`config.mk`:
```
export PLATFORM = sky130hd
export DESIGN_NAME = des_round_engine
export DESIGN_NICKNAME = d
export VERILOG_FILES = /design/src/rtl/des_pkg.sv /design/src/rtl/des_cmd_ctl.sv /design/src/rtl/des_key_sched.sv /design/src/rtl/des_feistel.sv /design/src/rtl/des_round_engine.sv
export SDC_FILE = /design/constraint.sdc
export NUM_CORES = 1
export LEC_CHECK = 0
export BUFFER_PORTS_ARGS = -buffer_cell sky130_fd_sc_hd__buf_2
export CAP_MARGIN = 20
export CORE_MARGIN = 2
export CORE_UTILIZATION = 34
export DETAILED_ROUTE_END_ITERATION = 6
export GPL_TIMING_DRIVEN = 0
export PLACE_DENSITY = 0.51
export SETUP_SLACK_MARGIN = 0.05
export SKIP_CTS_REPAIR_TIMING = 1
export SLEW_MARGIN = 20
export SYNTH_ARGS = -nofsm -noshare
export SYNTH_HDL_FRONTEND = slang
export SYNTH_SLANG_ARGS = --single-unit
```
`constraint.sdc`:
```
create_clock -name clk_i -period 3.4 [get_ports clk_i]
set_clock_uncertainty 0.05 [all_clocks]
set_input_delay 0.68 -clock clk_i [delete_from_list [all_inputs] [get_ports clk_i]]
set_output_delay 0.68 -clock clk_i [all_outputs]
set_load 0.1 [all_outputs]
```
`src/rtl/des_pkg.sv`:
```
package des_pkg;
  localparam int BLK_W  = 64;
  localparam int WORD_W = BLK_W / 2;
  localparam int CD_W   = 56;
  localparam int HALF_K = CD_W / 2;
  localparam int RK_W   = 48;
  localparam int N_SBOX = 8;
  localparam int OP_W   = 3;
  localparam int IMM_W  = 2;

  typedef enum logic [OP_W-1:0] {
    CMD_KEY   = 3'd0,
    CMD_DATA  = 3'd1,
    CMD_ROUND = 3'd2,
    CMD_READ  = 3'd3,
    CMD_REKEY = 3'd4
  } des_op_e;

  localparam int unsigned PC1_T [56] = '{
    57,49,41,33,25,17,9,1,58,50,42,34,26,18,10,2,59,51,43,35,27,19,11,3,60,52,44,36,
    63,55,47,39,31,23,15,7,62,54,46,38,30,22,14,6,61,53,45,37,29,21,13,5,28,20,12,4};
  localparam int unsigned PC2_T [48] = '{
    14,17,11,24,1,5,3,28,15,6,21,10,23,19,12,4,26,8,16,7,27,20,13,2,
    41,52,31,37,47,55,30,40,51,45,33,48,44,49,39,56,34,53,46,42,50,36,29,32};
  localparam int unsigned PB_T [32] = '{
    16,7,20,21,29,12,28,17,1,15,23,26,5,18,31,10,2,8,24,14,32,27,3,9,19,13,30,6,22,11,4,25};

  localparam logic [3:0] SB0 [64] = '{
    14,4,13,1,2,15,11,8,3,10,6,12,5,9,0,7, 0,15,7,4,14,2,13,1,10,6,12,11,9,5,3,8,
    4,1,14,8,13,6,2,11,15,12,9,7,3,10,5,0, 15,12,8,2,4,9,1,7,5,11,3,14,10,0,6,13};
  localparam logic [3:0] SB1 [64] = '{
    15,1,8,14,6,11,3,4,9,7,2,13,12,0,5,10, 3,13,4,7,15,2,8,14,12,0,1,10,6,9,11,5,
    0,14,7,11,10,4,13,1,5,8,12,6,9,3,2,15, 13,8,10,1,3,15,4,2,11,6,7,12,0,5,14,9};
  localparam logic [3:0] SB2 [64] = '{
    10,0,9,14,6,3,15,5,1,13,12,7,11,4,2,8, 13,7,0,9,3,4,6,10,2,8,5,14,12,11,15,1,
    13,6,4,9,8,15,3,0,11,1,2,12,5,10,14,7, 1,10,13,0,6,9,8,7,4,15,14,3,11,5,2,12};
  localparam logic [3:0] SB3 [64] = '{
    7,13,14,3,0,6,9,10,1,2,8,5,11,12,4,15, 13,8,11,5,6,15,0,3,4,7,2,12,1,10,14,9,
    10,6,9,0,12,11,7,13,15,1,3,14,5,2,8,4, 3,15,0,6,10,1,13,8,9,4,5,11,12,7,2,14};
  localparam logic [3:0] SB4 [64] = '{
    2,12,4,1,7,10,11,6,8,5,3,15,13,0,14,9, 14,11,2,12,4,7,13,1,5,0,15,10,3,9,8,6,
    4,2,1,11,10,13,7,8,15,9,12,5,6,3,0,14, 11,8,12,7,1,14,2,13,6,15,0,9,10,4,5,3};
  localparam logic [3:0] SB5 [64] = '{
    12,1,10,15,9,2,6,8,0,13,3,4,14,7,5,11, 10,15,4,2,7,12,9,5,6,1,13,14,0,11,3,8,
    9,14,15,5,2,8,12,3,7,0,4,10,1,13,11,6, 4,3,2,12,9,5,15,10,11,14,1,7,6,0,8,13};
  localparam logic [3:0] SB6 [64] = '{
    4,11,2,14,15,0,8,13,3,12,9,7,5,10,6,1, 13,0,11,7,4,9,1,10,14,3,5,12,2,15,8,6,
    1,4,11,13,12,3,7,14,10,15,6,8,0,5,9,2, 6,11,13,8,1,4,10,7,9,5,0,15,14,2,3,12};
  localparam logic [3:0] SB7 [64] = '{
    13,2,8,4,6,15,11,1,10,9,3,14,5,0,12,7, 1,15,13,8,10,3,7,4,12,5,6,11,0,14,9,2,
    7,11,4,1,9,12,14,2,0,6,10,13,15,3,5,8, 2,1,14,7,4,10,8,13,15,12,9,0,3,5,6,11};

  // Source bit (1 = MSB) feeding output bit j of the initial permutation.
  function automatic int ip_src(input int j);
    int r, c;
    r = (j - 1) / 8;
    c = (j - 1) % 8;
    return ((r < 4) ? (58 + 2 * r) : (57 + 2 * (r - 4))) - 8 * c;
  endfunction

  function automatic logic [BLK_W-1:0] init_perm(input logic [BLK_W-1:0] x);
    logic [BLK_W-1:0] y;
    y = '0;
    for (int j = 1; j <= BLK_W; j++) y[BLK_W-j] = x[BLK_W-ip_src(j)];
    return y;
  endfunction

  function automatic logic [BLK_W-1:0] final_perm(input logic [BLK_W-1:0] x);
    logic [BLK_W-1:0] y;
    y = '0;
    for (int j = 1; j <= BLK_W; j++) y[BLK_W-ip_src(j)] = x[BLK_W-j];
    return y;
  endfunction

  function automatic logic [RK_W-1:0] expand(input logic [WORD_W-1:0] x);
    logic [RK_W-1:0] y;
    y = '0;
    for (int g = 0; g < N_SBOX; g++)
      for (int k = 0; k < 6; k++)
        y[RK_W-1-(6*g+k)] = x[WORD_W-1-((4*g+k+WORD_W-1) % WORD_W)];
    return y;
  endfunction

  function automatic logic [WORD_W-1:0] pbox(input logic [WORD_W-1:0] x);
    logic [WORD_W-1:0] y;
    y = '0;
    for (int j = 0; j < WORD_W; j++) y[WORD_W-1-j] = x[WORD_W-int'(PB_T[j])];
    return y;
  endfunction

  function automatic logic [CD_W-1:0] pc1(input logic [BLK_W-1:0] x);
    logic [CD_W-1:0] y;
    y = '0;
    for (int j = 0; j < CD_W; j++) y[CD_W-1-j] = x[BLK_W-int'(PC1_T[j])];
    return y;
  endfunction

  function automatic logic [RK_W-1:0] pc2(input logic [CD_W-1:0] x);
    logic [RK_W-1:0] y;
    y = '0;
    for (int j = 0; j < RK_W; j++) y[RK_W-1-j] = x[CD_W-int'(PC2_T[j])];
    return y;
  endfunction

  function automatic logic [3:0] sbox(input int n, input logic [5:0] x);
    int idx;
    idx = int'({x[5], x[0]}) * 16 + int'(x[4:1]);
    case (n)
      0: return SB0[idx];
      1: return SB1[idx];
      2: return SB2[idx];
      3: return SB3[idx];
      4: return SB4[idx];
      5: return SB5[idx];
      6: return SB6[idx];
      default: return SB7[idx];
    endcase
  endfunction
endpackage

```
`src/rtl/des_cmd_ctl.sv`:
```
module des_cmd_ctl
  import des_pkg::*;
(
  input  logic              clk_i,
  input  logic              rst_ni,
  input  logic              valid_i,
  input  logic [OP_W-1:0]   op_i,
  input  logic [WORD_W-1:0] hi_i,
  input  logic [WORD_W-1:0] lo_i,
  output logic              ready_o,
  output logic              round_go_o,
  output logic              rekey_go_o,
  output logic              key_commit_o,
  output logic              data_commit_o,
  output logic              read_commit_o,
  output logic [BLK_W-1:0]  opnd_o
);
  logic    busy_q;
  des_op_e pend_q;
  logic    accept, slow_op;

  assign ready_o = !busy_q;
  assign accept  = valid_i && ready_o;
  assign slow_op = (des_op_e'(op_i) == CMD_KEY) || (des_op_e'(op_i) == CMD_DATA) ||
                   (des_op_e'(op_i) == CMD_READ);

  always_ff @(posedge clk_i or negedge rst_ni) begin
    if (!rst_ni) begin
      busy_q <= 1'b0;
      pend_q <= CMD_KEY;
      opnd_o <= '0;
    end else begin
      busy_q <= accept && slow_op;
      if (accept && slow_op) begin
        pend_q <= des_op_e'(op_i);
        opnd_o <= {hi_i, lo_i};
      end
    end
  end

  assign round_go_o    = accept && (des_op_e'(op_i) == CMD_ROUND);
  assign rekey_go_o    = accept && (des_op_e'(op_i) == CMD_REKEY);
  assign key_commit_o  = busy_q && (pend_q == CMD_KEY);
  assign data_commit_o = busy_q && (pend_q == CMD_DATA);
  assign read_commit_o = busy_q && (pend_q == CMD_READ);
endmodule

```
`src/rtl/des_key_sched.sv`:
```
module des_key_sched
  import des_pkg::*;
(
  input  logic             clk_i,
  input  logic             rst_ni,
  input  logic             load_i,
  input  logic [BLK_W-1:0] key_i,
  input  logic             rekey_i,
  input  logic             step_i,
  input  logic             decrypt_i,
  input  logic             two_i,
  output logic [RK_W-1:0]  rkey_o
);
  logic [HALF_K-1:0] c_q, d_q, c_l, d_l, c_r, d_r;
  logic [CD_W-1:0]   saved_q;

  function automatic logic [HALF_K-1:0] rotl(input logic [HALF_K-1:0] v, input logic two);
    return two ? {v[HALF_K-3:0], v[HALF_K-1 -: 2]} : {v[HALF_K-2:0], v[HALF_K-1]};
  endfunction

  function automatic logic [HALF_K-1:0] rotr(input logic [HALF_K-1:0] v, input logic two);
    return two ? {v[1:0], v[HALF_K-1:2]} : {v[0], v[HALF_K-1:1]};
  endfunction

  assign c_l = rotl(c_q, two_i);
  assign d_l = rotl(d_q, two_i);
  assign c_r = rotr(c_q, two_i);
  assign d_r = rotr(d_q, two_i);

  // Encrypt keys off the rotated halves; decrypt keys off the current ones.
  assign rkey_o = decrypt_i ? pc2({c_q, d_q}) : pc2({c_l, d_l});

  always_ff @(posedge clk_i or negedge rst_ni) begin
    if (!rst_ni) begin
      c_q     <= '0;
      d_q     <= '0;
      saved_q <= '0;
    end else if (load_i) begin
      saved_q    <= pc1(key_i);
      {c_q, d_q} <= pc1(key_i);
    end else if (rekey_i) begin
      {c_q, d_q} <= saved_q;
    end else if (step_i) begin
      c_q <= decrypt_i ? c_r : c_l;
      d_q <= decrypt_i ? d_r : d_l;
    end
  end
endmodule

```
`src/rtl/des_feistel.sv`:
```
module des_feistel
  import des_pkg::*;
(
  input  logic [WORD_W-1:0] r_i,
  input  logic [RK_W-1:0]   rkey_i,
  output logic [WORD_W-1:0] f_o
);
  logic [RK_W-1:0]   mixed;
  logic [WORD_W-1:0] s_out;

  assign mixed = expand(r_i) ^ rkey_i;

  for (genvar g = 0; g < N_SBOX; g++) begin : g_sbox
    assign s_out[WORD_W-1-4*g -: 4] = sbox(g, mixed[RK_W-1-6*g -: 6]);
  end

  assign f_o = pbox(s_out);
endmodule

```
`src/rtl/des_round_engine.sv`:
```
module des_round_engine
  import des_pkg::*;
(
  input  logic              clk_i,
  input  logic              rst_ni,
  input  logic              cmd_valid_i,
  output logic              cmd_ready_o,
  input  logic [OP_W-1:0]   cmd_op_i,
  input  logic [IMM_W-1:0]  cmd_imm_i,
  input  logic [WORD_W-1:0] cmd_hi_i,
  input  logic [WORD_W-1:0] cmd_lo_i,
  output logic [WORD_W-1:0] rdata_hi_o,
  output logic [WORD_W-1:0] rdata_lo_o,
  output logic              rdata_valid_o
);
  logic              round_go, rekey_go, key_commit, data_commit, read_commit;
  logic [BLK_W-1:0]  opnd;
  logic [RK_W-1:0]   rkey;
  logic [WORD_W-1:0] l_q, r_q, f_val;

  des_cmd_ctl u_ctl (
    .clk_i, .rst_ni,
    .valid_i      (cmd_valid_i),
    .op_i         (cmd_op_i),
    .hi_i         (cmd_hi_i),
    .lo_i         (cmd_lo_i),
    .ready_o      (cmd_ready_o),
    .round_go_o   (round_go),
    .rekey_go_o   (rekey_go),
    .key_commit_o (key_commit),
    .data_commit_o(data_commit),
    .read_commit_o(read_commit),
    .opnd_o       (opnd)
  );

  des_key_sched u_ks (
    .clk_i, .rst_ni,
    .load_i   (key_commit),
    .key_i    (opnd),
    .rekey_i  (rekey_go),
    .step_i   (round_go),
    .decrypt_i(cmd_imm_i[0]),
    .two_i    (cmd_imm_i[1]),
    .rkey_o   (rkey)
  );

  des_feistel u_f (
    .r_i   (r_q),
    .rkey_i(rkey),
    .f_o   (f_val)
  );

  always_ff @(posedge clk_i or negedge rst_ni) begin
    if (!rst_ni) begin
      l_q <= '0;
      r_q <= '0;
    end else if (data_commit) begin
      {l_q, r_q} <= init_perm(opnd);
    end else if (round_go) begin
      l_q <= r_q;
      r_q <= l_q ^ f_val;
    end
  end

  always_ff @(posedge clk_i or negedge rst_ni) begin
    if (!rst_ni) begin
      rdata_hi_o    <= '0;
      rdata_lo_o    <= '0;
      rdata_valid_o <= 1'b0;
    end else begin
      rdata_valid_o <= read_commit;
      if (read_commit) {rdata_hi_o, rdata_lo_o} <= final_perm({r_q, l_q});
    end
  end
endmodule

```
==> results.tsv <==
metric	value	unit
Routed Antenna Nets	0	
Detailed Place HPWL	61030	um
# setup viols final	0	
GRT overflow	0	
largest net degree at the start of global routing	77	
initial core utilization	34.42	%
Syn Area/Cell	9.072	um^2
Starting DRT DRC Count	1949	
initial antenna violation count	0	
area of the mapped netlist	0.02077	mm^2
H-Tree Depth	2	
root buffer cell	clkbuf_16	
FF+latch count, synth	309	
CTS clk-pin slew, worst paths	0.06	ns
Tmin final	3.288	ns
CTS tree	built	
Worst Setup End Kind	flip-flop	
area grow syn2layout	20.57	%
Max Cap Viol	0	
die area	0.06310	mm^2
synth warn	0	
final-report hold violation count	0	
Synth Flop Type	dfrtp_1	
Post-synth EDFFs	0	
CP Class	flip-flop to flip-flop	
Nets	2670	
first-pass GRT wire length	119600	um
clock buffer count from CTS	38	
core area	0.06036	mm^2
Wirelength per Cell	24.23	um
io pins	138	
Post-Route WL	81090	um
Post-Route Utilization	41.50	%
worst slew pin tran	1.036	ns
Chip Height	251.2	um
Cell Rows	90	
FFs w/ async S/R, synth	100.0	%
syn nets	2424	
Yosys cell types	78	
Arr. time, crit path	3.66	ns
IO Port Bufs	136	
drt first pass iters	7	
Tot GR Track Use	25.15	%
worst rel slew slack	30.42	%
Achievable Freq	0.3041	GHz
Seq/Total Area, Yosys	37.22	%
average vias per placed instance	5.649	
Residual DRC	0	
CTS max path bufs	3	
vias in the first global route	17780	
post-synthesis cell count	2290	
setup tns final	0	ns
worst min path class	input pin to flip-flop	
Area after DPL	0.02269	mm^2
Period Utilization, post-route	96.71	%
RSZ-0062 raised after global routing	false	
# diodes	0	
startpoint types	flip-flop	
post-route cell area	0.02505	mm^2
clk_lat worst skew	0.56	ns
CP Data Required Time	3.77	ns
routability cong.	0.9178	
final max-slew violation count	0	
Vias	18910	
fraction of layout cells with a size suffix above 1	22.03	%
status	completed	
clk sinks	309	
hold slack	0.2504	ns
Die Wd	251.2	um
CP Max Fanout	10	
metal layers:
layer	part of all wire [%]	GRT usage (%)	vias to the layer above
met5	0	0	-
met4	2.3	6.412	0
met3	7.7	3.935	100
met2	44	38.25	844
met1	46	37.18	9414
li1	-	-	8550
Yosys cell counts, types with 4 or more instances:
master | count | share of area, %
xor2_1 | 35 | 1.5
a221oi_1 | 6 | 0.25
o21ai_0 | 42 | 1.0
nor2_1 | 84 | 1.5
mux2_1 | 7 | 0.38
mux2_2 | 48 | 2.6
o22ai_1 | 5 | 0.15
buf_4 | 9 | 0.33
mux4_2 | 65 | 7.0
a21oi_1 | 64 | 1.5
nand2b_1 | 7 | 0.21
nor3_1 | 45 | 1.1
ha_1 | 62 | 3.7
inv_1 | 33 | 0.60
nand3_1 | 28 | 0.67
xnor2_2 | 16 | 1.3
o311ai_0 | 4 | 0.17
nand2_1 | 784 | 14
o221ai_1 | 10 | 0.42
a22oi_1 | 64 | 2.3
a211oi_1 | 17 | 0.61
a2111oi_0 | 6 | 0.25
dfrtp_1 | 309 | 37
mux2i_4 | 17 | 1.8
or3_1 | 5 | 0.15
o211ai_1 | 29 | 1.0
mux2i_1 | 88 | 4.2
o311ai_1 | 5 | 0.21
xnor2_1 | 62 | 2.6
o21ai_1 | 29 | 0.70
buf_1 | 21 | 0.38
o21a_1 | 4 | 0.14
nand4_1 | 4 | 0.12
buf_2 | 23 | 0.55
o31ai_1 | 7 | 0.25
buf_6 | 6 | 0.33
xor2_2 | 16 | 1.3
o2111ai_1 | 7 | 0.30
a222oi_1 | 47 | 2.3
a31oi_1 | 11 | 0.33
clkbuf_1 | 106 | 1.9
cell usage in the layout, fill, tap and decap left out, drive strengths merged, types with 5 or more instances in the layout:
cell type,Yosys,routed
nand2,784,784
dfrtp,309,309
mux4,65,65
mux2,58,58
nand2b,7,7
nand3,28,28
o311ai,9,9
or3,5,5
inv,36,40
xor2,52,53
a211oi,17,17
o31ai,7,7
nor2,84,84
ha,62,62
a22oi,64,64
a31oi,11,11
a2111oi,7,7
clkbuf,106,158
o21ai,71,71
nor3,46,46
a222oi,47,47
o221ai,10,10
a21oi,64,64
o211ai,29,29
o22ai,5,5
xnor2,78,78
buf,59,264
mux2i,106,106
a221oi,6,6
clkinv,1,7
o2111ai,7,7
cells by family (layout without fill, tap and decap cells):
logic type / count (synthesis) / after routing / synth area share (%)
simple gates: 974 / 974 / 18.53
compound gates: 384 / 384 / 13.23
flops: 309 / 309 / 37.22
mux: 229 / 229 / 16.39
buf+inv: 202 / 476 / 4.168
xor+xnor: 130 / 131 / 6.727
fa+ha+maj: 62 / 62 / 3.734
through the flow:
stage          setup slack, ns  cells
2_1_floorplan         -0.08268   2290
3_3_place_gp            -4.499   3208
3_5_place_dp            -1.414   3213
4_1_cts                -0.8281   3282
5_1_grt                0.01723   3347
6_report                0.1118   3347
worst max-delay path, cell delays in order, from the launching register on:
cell and delay [ns]:
dfrtp_2 0.49, mux2_1 0.32, mux2i_1 0.23, xnor2_2 0.27
ha_1 0.32, buf_2 0.19, xnor2_1 0.16, nor2_1 0.11
a211oi_1 0.07, o31ai_1 0.64, xor2_1 0.19, o21ai_0 0.08
path summary, 6_finish.rpt:
path,depth (start not counted),end,slack (ns),from
worst max-delay path,11,r_q[8]$_DFFE_PN0P_,0.11,u_ks.c_q[22]$_DFFE_PN0P_
worst min-delay path,3,u_ctl.opnd_o[28]$_DFFE_PN0P_,0.25,cmd_lo_i[28]
worst max register to register,11,r_q[8]$_DFFE_PN0P_,0.11,u_ks.c_q[22]$_DFFE_PN0P_
worst min register to register,2,rdata_hi_o[9]$_DFFE_PN0P_,0.42,rdata_hi_o[9]$_DFFE_PN0P_
max in group asynchronous,4,u_ks.d_q[25]$_DFFE_PN0P_,1.61,rst_ni
min in group asynchronous,2,rdata_hi_o[8]$_DFFE_PN0P_,0.55,rst_ni
final cells by class:
cell class,instances,area [um^2]
inverters,37,150.1
clock inverters,16,167.7
flip-flops and latches,309,7749
fillers,6009,35310
multi-input cells,1780,12740
plain buffers,163,813.3
repair buffers,207,1344
clock buffers,53,1109
well taps,782,978.4
sequential cells by signal (all words and copies together) (netlist names):
register and count:
u_ctl.pend_q 3, u_ctl.opnd_o 64, rdata_hi_o 32, u_ks.c_q 28, u_ks.saved_q 56, rdata_lo_o 32, r_q 32, u_ks.d_q 28
rdata_valid_o 1, u_ctl.busy_q 1, l_q 32
Power is left out: the tool's default activity adds up to more than one toggle a clock period on the data nets, which glitch-free logic cannot reach.
